--- src/rtl/cfg_pkg.sv ---
// Shared constants and types for the indexed configuration register port.
// Assumes 8-bit register indices and 8-bit register data.
package cfg_pkg;
    typedef enum logic [1:0] {
        KS_IDLE = 2'd0,
        KS_HALF = 2'd1,
        KS_CFG  = 2'd2
    } key_state_e;

    localparam logic [7:0] IDX_SEL     = 8'h07;
    localparam logic [3:0] GLB_HI_NIB  = 4'h2;
    localparam logic [7:0] IDX_LOCKREG = 8'h26;
    localparam logic [7:0] IDX_ACT     = 8'h30;
    localparam logic [7:0] IDX_BASE_HI = 8'h60;
    localparam logic [7:0] IDX_BASE_LO = 8'h61;
    localparam int         GLB_CNT     = 16;
    localparam logic [7:0] READ_IDLE   = 8'hFF;
endpackage

--- src/rtl/cfg_key_fsm.sv ---
// Key matcher and session state. Two consecutive index-port writes of
// KEY_BYTE enter configuration mode. Any other port write restarts the
// match. EXIT_BYTE on the index port leaves the mode.
// Assumes single-cycle write strobes that are already decoded per port.
module cfg_key_fsm #(
    parameter logic [7:0] KEY_BYTE  = 8'h87,
    parameter logic [7:0] EXIT_BYTE = 8'hAA
) (
    input  logic       clk,
    input  logic       rst_n,
    input  logic       warm_rst_n,
    input  logic       idx_wr,
    input  logic       dat_wr,
    input  logic [7:0] wdata,
    output logic       cfg_mode,
    output logic       idx_load
);
    import cfg_pkg::*;

    key_state_e st_q;

    // Advance the key match and session state on each port write.
    always_ff @(posedge clk) begin
        if (!rst_n || !warm_rst_n) begin
            st_q <= KS_IDLE;
        end else begin
            case (st_q)
                KS_IDLE: if (idx_wr && wdata == KEY_BYTE) st_q <= KS_HALF;
                KS_HALF: begin
                    if (idx_wr && wdata == KEY_BYTE) st_q <= KS_CFG;
                    else if (idx_wr || dat_wr)       st_q <= KS_IDLE;
                end
                KS_CFG:  if (idx_wr && wdata == EXIT_BYTE) st_q <= KS_IDLE;
                default: st_q <= KS_IDLE;
            endcase
        end
    end

    // Mode flag and index-load strobe for the register file.
    always_comb begin
        cfg_mode = (st_q == KS_CFG);
        idx_load = cfg_mode && idx_wr && (wdata != EXIT_BYTE);
    end
endmodule

--- src/rtl/cfg_global_regs.sv ---
// Current index, device selector and the shared global window 0x20..0x2F.
// The lock bit lives in global register 0x26. Index and selector writes
// come only from the session logic. Warm reset clears only the index.
module cfg_global_regs #(
    parameter int LOCK_BIT = 5
) (
    input  logic       clk,
    input  logic       rst_n,
    input  logic       warm_rst_n,
    input  logic       idx_load,
    input  logic       reg_wr,
    input  logic [7:0] wdata,
    output logic [7:0] cur_index,
    output logic [7:0] dev_sel,
    output logic       lock_on,
    output logic       glb_hit,
    output logic [7:0] glb_rdata
);
    import cfg_pkg::*;

    logic [7:0] glb_q [GLB_CNT];
    logic       in_window;
    logic       glb_wr_ok;

    // Window decode and write permission for the global registers.
    always_comb begin
        in_window = (cur_index[7:4] == GLB_HI_NIB);
        glb_wr_ok = reg_wr && in_window && (!lock_on || cur_index == IDX_LOCKREG);
        glb_hit   = in_window;
        glb_rdata = glb_q[cur_index[3:0]];
        lock_on   = glb_q[IDX_LOCKREG[3:0]][LOCK_BIT];
    end

    // Current index: cleared by either reset, loaded by index-port writes.
    always_ff @(posedge clk) begin
        if (!rst_n || !warm_rst_n) cur_index <= 8'h00;
        else if (idx_load)         cur_index <= wdata;
    end

    // Device selector: cold reset only, and exempt from the lock.
    always_ff @(posedge clk) begin
        if (!rst_n)                               dev_sel <= 8'h00;
        else if (reg_wr && cur_index == IDX_SEL)  dev_sel <= wdata;
    end

    generate
        for (genvar g = 0; g < GLB_CNT; g++) begin : g_glb
            // One shared global byte, cold reset only.
            always_ff @(posedge clk) begin
                if (!rst_n)                                      glb_q[g] <= 8'h00;
                else if (glb_wr_ok && cur_index[3:0] == 4'(g))   glb_q[g] <= wdata;
            end
        end
    endgenerate
endmodule

--- src/rtl/cfg_dev_bank.sv ---
// Register bank for one logical device: activate bit (0x30) and 16-bit
// base (0x60 high, 0x61 low). Holds its contents across a warm reset.
// Assumes the parent gates writes with configuration mode.
module cfg_dev_bank #(
    parameter int DEV_ID = 0
) (
    input  logic        clk,
    input  logic        rst_n,
    input  logic        reg_wr,
    input  logic        lock_on,
    input  logic [7:0]  dev_sel,
    input  logic [7:0]  cur_index,
    input  logic [7:0]  wdata,
    output logic        active,
    output logic [15:0] base,
    output logic [7:0]  rdata
);
    import cfg_pkg::*;

    localparam logic [7:0] MY_ID = 8'(DEV_ID);

    logic chosen;
    logic wr_ok;

    // Selection, write permission and read-back for this bank.
    always_comb begin
        chosen = (dev_sel == MY_ID);
        wr_ok  = reg_wr && chosen && !lock_on;
        rdata  = 8'h00;
        if (chosen) begin
            case (cur_index)
                IDX_ACT:     rdata = {7'd0, active};
                IDX_BASE_HI: rdata = base[15:8];
                IDX_BASE_LO: rdata = base[7:0];
                default:     rdata = 8'h00;
            endcase
        end
    end

    // Activate bit and base halves, cold reset only.
    always_ff @(posedge clk) begin
        if (!rst_n) begin
            active <= 1'b0;
            base   <= 16'h0000;
        end else if (wr_ok) begin
            if (cur_index == IDX_ACT)     active     <= wdata[0];
            if (cur_index == IDX_BASE_HI) base[15:8] <= wdata;
            if (cur_index == IDX_BASE_LO) base[7:0]  <= wdata;
        end
    end
endmodule

--- src/rtl/cfg_index_port.sv ---
// Top level of the indexed configuration register port. Decodes the two
// host ports, runs the key matcher, holds the global registers and one
// bank per device, and muxes read data. Reads are combinational.
// Assumes the host does not assert io_rd and io_wr in the same cycle.
module cfg_index_port #(
    parameter int                ADDR_W    = 16,
    parameter int                NUM_DEV   = 4,
    parameter logic [ADDR_W-1:0] IDX_ADDR  = 16'h002E,
    parameter logic [ADDR_W-1:0] DAT_ADDR  = 16'h002F,
    parameter logic [7:0]        KEY_BYTE  = 8'h87,
    parameter logic [7:0]        EXIT_BYTE = 8'hAA,
    parameter int                LOCK_BIT  = 5
) (
    input  logic                  clk,
    input  logic                  rst_n,
    input  logic                  warm_rst_n,
    input  logic                  io_wr,
    input  logic                  io_rd,
    input  logic [ADDR_W-1:0]     io_addr,
    input  logic [7:0]            io_wdata,
    output logic [7:0]            io_rdata,
    output logic                  cfg_mode,
    output logic [NUM_DEV-1:0]    dev_active,
    output logic [NUM_DEV*16-1:0] dev_base
);
    import cfg_pkg::*;

    localparam logic [7:0] BANK_LO = IDX_ACT;

    logic       idx_wr, dat_wr, idx_load, reg_wr;
    logic [7:0] cur_index, dev_sel, glb_rdata, bank_rdata;
    logic       lock_on, glb_hit;
    logic [7:0] bank_rd [NUM_DEV];

    // Port decode for host writes.
    always_comb begin
        idx_wr = io_wr && (io_addr == IDX_ADDR);
        dat_wr = io_wr && (io_addr == DAT_ADDR);
        reg_wr = dat_wr && cfg_mode;
    end

    cfg_key_fsm #(.KEY_BYTE(KEY_BYTE), .EXIT_BYTE(EXIT_BYTE)) u_key (
        .clk(clk), .rst_n(rst_n), .warm_rst_n(warm_rst_n),
        .idx_wr(idx_wr), .dat_wr(dat_wr), .wdata(io_wdata),
        .cfg_mode(cfg_mode), .idx_load(idx_load)
    );

    cfg_global_regs #(.LOCK_BIT(LOCK_BIT)) u_glb (
        .clk(clk), .rst_n(rst_n), .warm_rst_n(warm_rst_n),
        .idx_load(idx_load), .reg_wr(reg_wr), .wdata(io_wdata),
        .cur_index(cur_index), .dev_sel(dev_sel), .lock_on(lock_on),
        .glb_hit(glb_hit), .glb_rdata(glb_rdata)
    );

    generate
        for (genvar d = 0; d < NUM_DEV; d++) begin : g_bank
            cfg_dev_bank #(.DEV_ID(d)) u_bank (
                .clk(clk), .rst_n(rst_n), .reg_wr(reg_wr), .lock_on(lock_on),
                .dev_sel(dev_sel), .cur_index(cur_index), .wdata(io_wdata),
                .active(dev_active[d]), .base(dev_base[d*16 +: 16]),
                .rdata(bank_rd[d])
            );
        end
    endgenerate

    // Merge bank read data; only the selected bank returns nonzero.
    always_comb begin
        bank_rdata = 8'h00;
        for (int d = 0; d < NUM_DEV; d++) bank_rdata = bank_rdata | bank_rd[d];
    end

    // Host read mux across ports and register windows.
    always_comb begin
        io_rdata = READ_IDLE;
        if (io_rd && cfg_mode) begin
            if (io_addr == IDX_ADDR) begin
                io_rdata = cur_index;
            end else if (io_addr == DAT_ADDR) begin
                if (cur_index == IDX_SEL)      io_rdata = dev_sel;
                else if (glb_hit)              io_rdata = glb_rdata;
                else if (cur_index >= BANK_LO) io_rdata = bank_rdata;
                else                           io_rdata = 8'h00;
            end
        end
    end
endmodule

--- config.mk ---
export PLATFORM = sky130hd
export DESIGN_NAME = cfg_index_port
export DESIGN_NICKNAME = d
export VERILOG_FILES = /design/src/rtl/cfg_pkg.sv /design/src/rtl/cfg_key_fsm.sv /design/src/rtl/cfg_global_regs.sv /design/src/rtl/cfg_dev_bank.sv /design/src/rtl/cfg_index_port.sv
export SDC_FILE = /design/constraint.sdc
export NUM_CORES = 1
export LEC_CHECK = 0
export BUFFER_PORTS_ARGS = -buffer_cell sky130_fd_sc_hd__buf_2
export CORE_ASPECT_RATIO = 1.5
export CORE_MARGIN = 3
export CORE_UTILIZATION = 50
export DETAILED_ROUTE_END_ITERATION = 16
export PLACE_DENSITY = 0.76
export SYNTH_ARGS = -nofsm -noshare
export SYNTH_HDL_FRONTEND = slang
export SYNTH_SLANG_ARGS = --single-unit
--- constraint.sdc ---
create_clock -name clk -period 4.67 [get_ports clk]
set_input_delay 0.934 -clock clk [delete_from_list [all_inputs] [get_ports clk]]
set_output_delay 0.934 -clock clk [all_outputs]
set_load 0.02 [all_outputs]
==> metrics.md <==
| Metric | Value |
|---|---|
| RSZ-0062 raised after global routing | `false` |
| Crit path buf inv count | `2` |
| Post-CTS Setup Bufs | `0` |
| Met3 WL | `around 1900 um` |
| Die area | `22700 sq um` |
| Cell Area, Synth | `10400 sq um` |
| Fin cells | `1235` |
| P&R area growth vs syn | `12.8%` |
| Met2 wire len | `between 15000 and 20000 um` |
| Arrival time at the worst endpoint | `3.08 ns` |
| Final period util | `86.0%` |
| Die Span Y | `183 um` |
| Drt drc | `0` |
| Compound-cell area share of the yosys netlist | `3.71%` |
| Post-CTS Hold Fix Bufs | `0` |
| CP endpoint kind | `output port` |
| Antenna violations before repair | `0` |
| CP dominant cell by count | `a211oi_1` |
| Routability Congestion | `slightly below 1` |
| Gr usage total | `about a quarter` |
| CP startpoint kind | `flop` |
| Max_cap viols | `0` |
| TritonCTS clock tree | `done` |
| Setup TNS | `0 ns` |
| # port buffers | `105` |
| Pwr Density | `approximately 330 nW/um^2` |
| Largest net degree at the start of global routing | `59` |
| Clock slew at reported path FFs | `approximately 0.07 ns` |
| Final WS setup | `between 0.6 and 0.7 ns` |
| Post-CTS sizing | `0` |
| Xor and xnor area share after synthesis | `0%` |
| Worst skew pair latency | `around 0.5 ns` |
| Worst-path cell chain | `buf_4 > mux4_2 > a211oi_1 > a211oi_1 > o32a_1 > buf_2` |
| Max-slew violations | `0` |
| Antenna-violating nets left | `0` |
| Leakage | `between 4 and 5 nW` |
| DP HPWL | `roughly 20000 um` |
| Num rows | `64` |
| Mean Syn Cell Area | `about 12 sq um` |
| Worst reg-to-reg setup slack | `1.32 ns` |
| Most frequent cells in the layout | `nor2_1, edfxtp_1, mux2i_1` |
| Average wire per standard cell | `approximately 23 um` |
| Hold Vio Cnt, Final | `0` |
| Mux contribution to synthesized area | `between 10% and 20%` |
| Total core area | `around 20000 sq um` |
| Slowest cell on crit path | `dfxtp_1` |
| Vias in the first global route | `between 7000 and 8000` |
| Final Setup Violations | `0` |
| Comb power frac | `3.7%` |
| Run status | `complete, no violations` |
| WHS Endpoint | `u_key.st_q[0]` |
| Post-Route WL | `~29000 um` |
| Top_reg_cell synth | `edfxtp_1` |
| Slew HR | `a little over a quarter` |
| EDFF count, synth | `between 100 and 150` |
| Reg2reg start | `u_glb.cur_index[5]` |
| DP Worst Slack | `0.911 ns` |
| CTS Root Cell | `clkbuf_16` |
| First-pass GRT wire length | `roughly 44000 um` |
| Global route total overflow | `0` |
| Sw power | `roughly 830 uW` |
| Worst hold-check path type | `reg2reg` |
| Dpl cells | `~1200` |
| FMAX | `0.249 GHz` |
| Least-Margin Pin Slew | `approximately 1.1 ns` |
| Syn Inst Count | `876` |
| Wire length on met1 | `10100 um` |
| Int Pwr | `approximately 3.0 mW` |
| ANT cells | `0` |
| Seq/Total Area, Yosys | `a little over half` |
| Crit-path max cell delay | `between 0.9 and 1 ns` |
| Avg Vias per Cell | `6.00` |
| Yosys warnings | `0` |
| Nets | `just under 1000` |
| Peak VDD IR | `between 0.2 and 0.3 mV` |
| Chip width | `124 um` |
| Synth cell types | `64` |
| Final Skew | `approximately 0.017 ns` |
| CP delay by family, top | `compound AO/OA/AOI/OAI gates` |
| Sw Share | `21.4%` |
| Number of DRC markers in iteration 0 | `513` |
| Share of cells above drive strength 1 | `approximately a quarter` |
| Worst EP required | `about 3.7 ns` |
| Crit-path max FO | `18` |
| Worst reg2reg endpoint | `u_glb.glb_q[4][7]` |
| Hold path start | `u_key.st_q[1]` |
| Syn Nets | `905` |
| Detailed Routing Iterations Pass 1 | `7` |
| R2R depth | `4` |
| Total number of vias | `about 7400` |
| Setup CP Type | `reg2out` |
| Initial Utilization | `between 50% and 60%` |
| Top layer in use | `met4` |
| Clk buf depth | `3` |
| Async SR Flop Fraction | `0%` |
| Ports | `roughly 110` |
| Seq pwr share | `roughly 55%` |
| H-tree levels | `1` |
| Clock sink count | `~220` |
| Post-Synth Simple-Gate Area | `between 20 and 25%` |
| Total CTS buffers | `20` |
| Min Tclk post-route | `4.02 ns` |
| Min-Delay Path Depth | `1` |
| Clock share of power | `41.7%` |
| Adder-Cell Fraction of Synth Area | `0%` |
| Largest family of logic cells by synthesized area | `simple AND/OR/NAND/NOR gates` |
| Flip-flop and latch count after synthesis | `roughly 220` |
==> registers in the layout (all words and copies together) (netlist names), named ones only <==
register and cells:
g_bank.u_bank.active 4, u_glb.glb_q 128, u_glb.cur_index 8, u_glb.dev_sel 8, u_key.st_q 2, g_bank.u_bank.base 64
==> routing by layer <==
layer / vias up / track usage, %
li1: 3342 / -
met1: 3632 / 30.1
met2: 358 / 45.3
met3: 83 / 3.30
met4: 0 / 12.3
met5: - / 0
==> worst max path at each step <==
stage | startpoint | end | slack [ns] | cells past startpoint
detailed placement | io_addr[11] | io_rdata[5] | 0.91 | 7
global placement | io_addr[11] | io_rdata[5] | 1.01 | 7
floorplan | io_addr[11] | io_rdata[5] | 1.28 | 6
finish | flop | io_rdata[6] | 0.65 | 6
global route | flop | io_rdata[4] | 0.51 | 7
CTS | flop | io_rdata[6] | 0.65 | 6
==> per-stage QoR <==
stage	util (%)	total power [mW]	cell area (sq um)	hold slack (ns)
6_report	57.6	3.86	11800	0.451
5_1_grt	57.6	3.95	11800	0.488
4_1_cts	57.6	3.86	11800	0.440
3_5_place_dp	54.5	2.29	11100	0.430
3_3_place_gp	54.5	2.29	11100	0.426
2_1_floorplan	-	2.22	10400	0.406
==> logic make-up (layout without fill, tap and decap cells) <==
family,after synthesis,count (layout)
flops,218,218
buf+inv,69,164
mux,156,156
compound gates,55,55
simple gates,378,378
==> worst register-to-register path, delay by kind of cell, from the launching register on <==
family,cells,cell delay (ns)
AND/OR/NAND/NOR,4,2.53
flip-flops,1,0.46
==> cells in the mapped netlist, types with 5 or more instances <==
library cell | n | area [sq um]
mux4_2 | 33 | 743
nor2_1 | 128 | 480
a31oi_1 | 5 | 31.3
nand2_4 | 8 | 90.1
buf_4 | 8 | 60.1
o22ai_1 | 9 | 56.3
dfxtp_1 | 90 | 1800
nand4_1 | 5 | 31.3
o21ai_0 | 9 | 45.0
nand3_2 | 7 | 70.1
nor2b_1 | 8 | 50.1
buf_2 | 9 | 45.0
and2_1 | 35 | 219
nand3_1 | 10 | 50.1
inv_1 | 6 | 22.5
mux2_2 | 6 | 67.6
nor4_4 | 5 | 106
nor3_2 | 6 | 60.1
clkbuf_1 | 41 | 154
a21oi_1 | 6 | 30.0
nor3_1 | 16 | 80.1
edfxtp_1 | 128 | 3840
mux2i_1 | 117 | 1170
nand4_4 | 5 | 106
nand2_1 | 109 | 409
and4_1 | 6 | 52.6
==> power by group through the flow <==
stage	Clock [mW]	Combinational, mW	Sequential [mW]
2_1_floorplan	0	0.0826	2.13
3_3_place_gp	0	0.140	2.15
3_5_place_dp	0	0.142	2.15
4_1_cts	1.61	0.143	2.11
5_1_grt	1.68	0.152	2.11
6_report	1.61	0.145	2.11
==> final cells by class <==
type | count | area [sq um]
inverters | 6 | 22.5
flip-flops and latches | 218 | 5650
clock buffers | 28 | 572
repair buffers | 122 | 653
clock inverters | 8 | 68.8
fillers | 1695 | 8650
multi-input cells | 589 | 4470
well taps | 264 | 330
No activity file was read; power rests on OpenSTA's default activity.
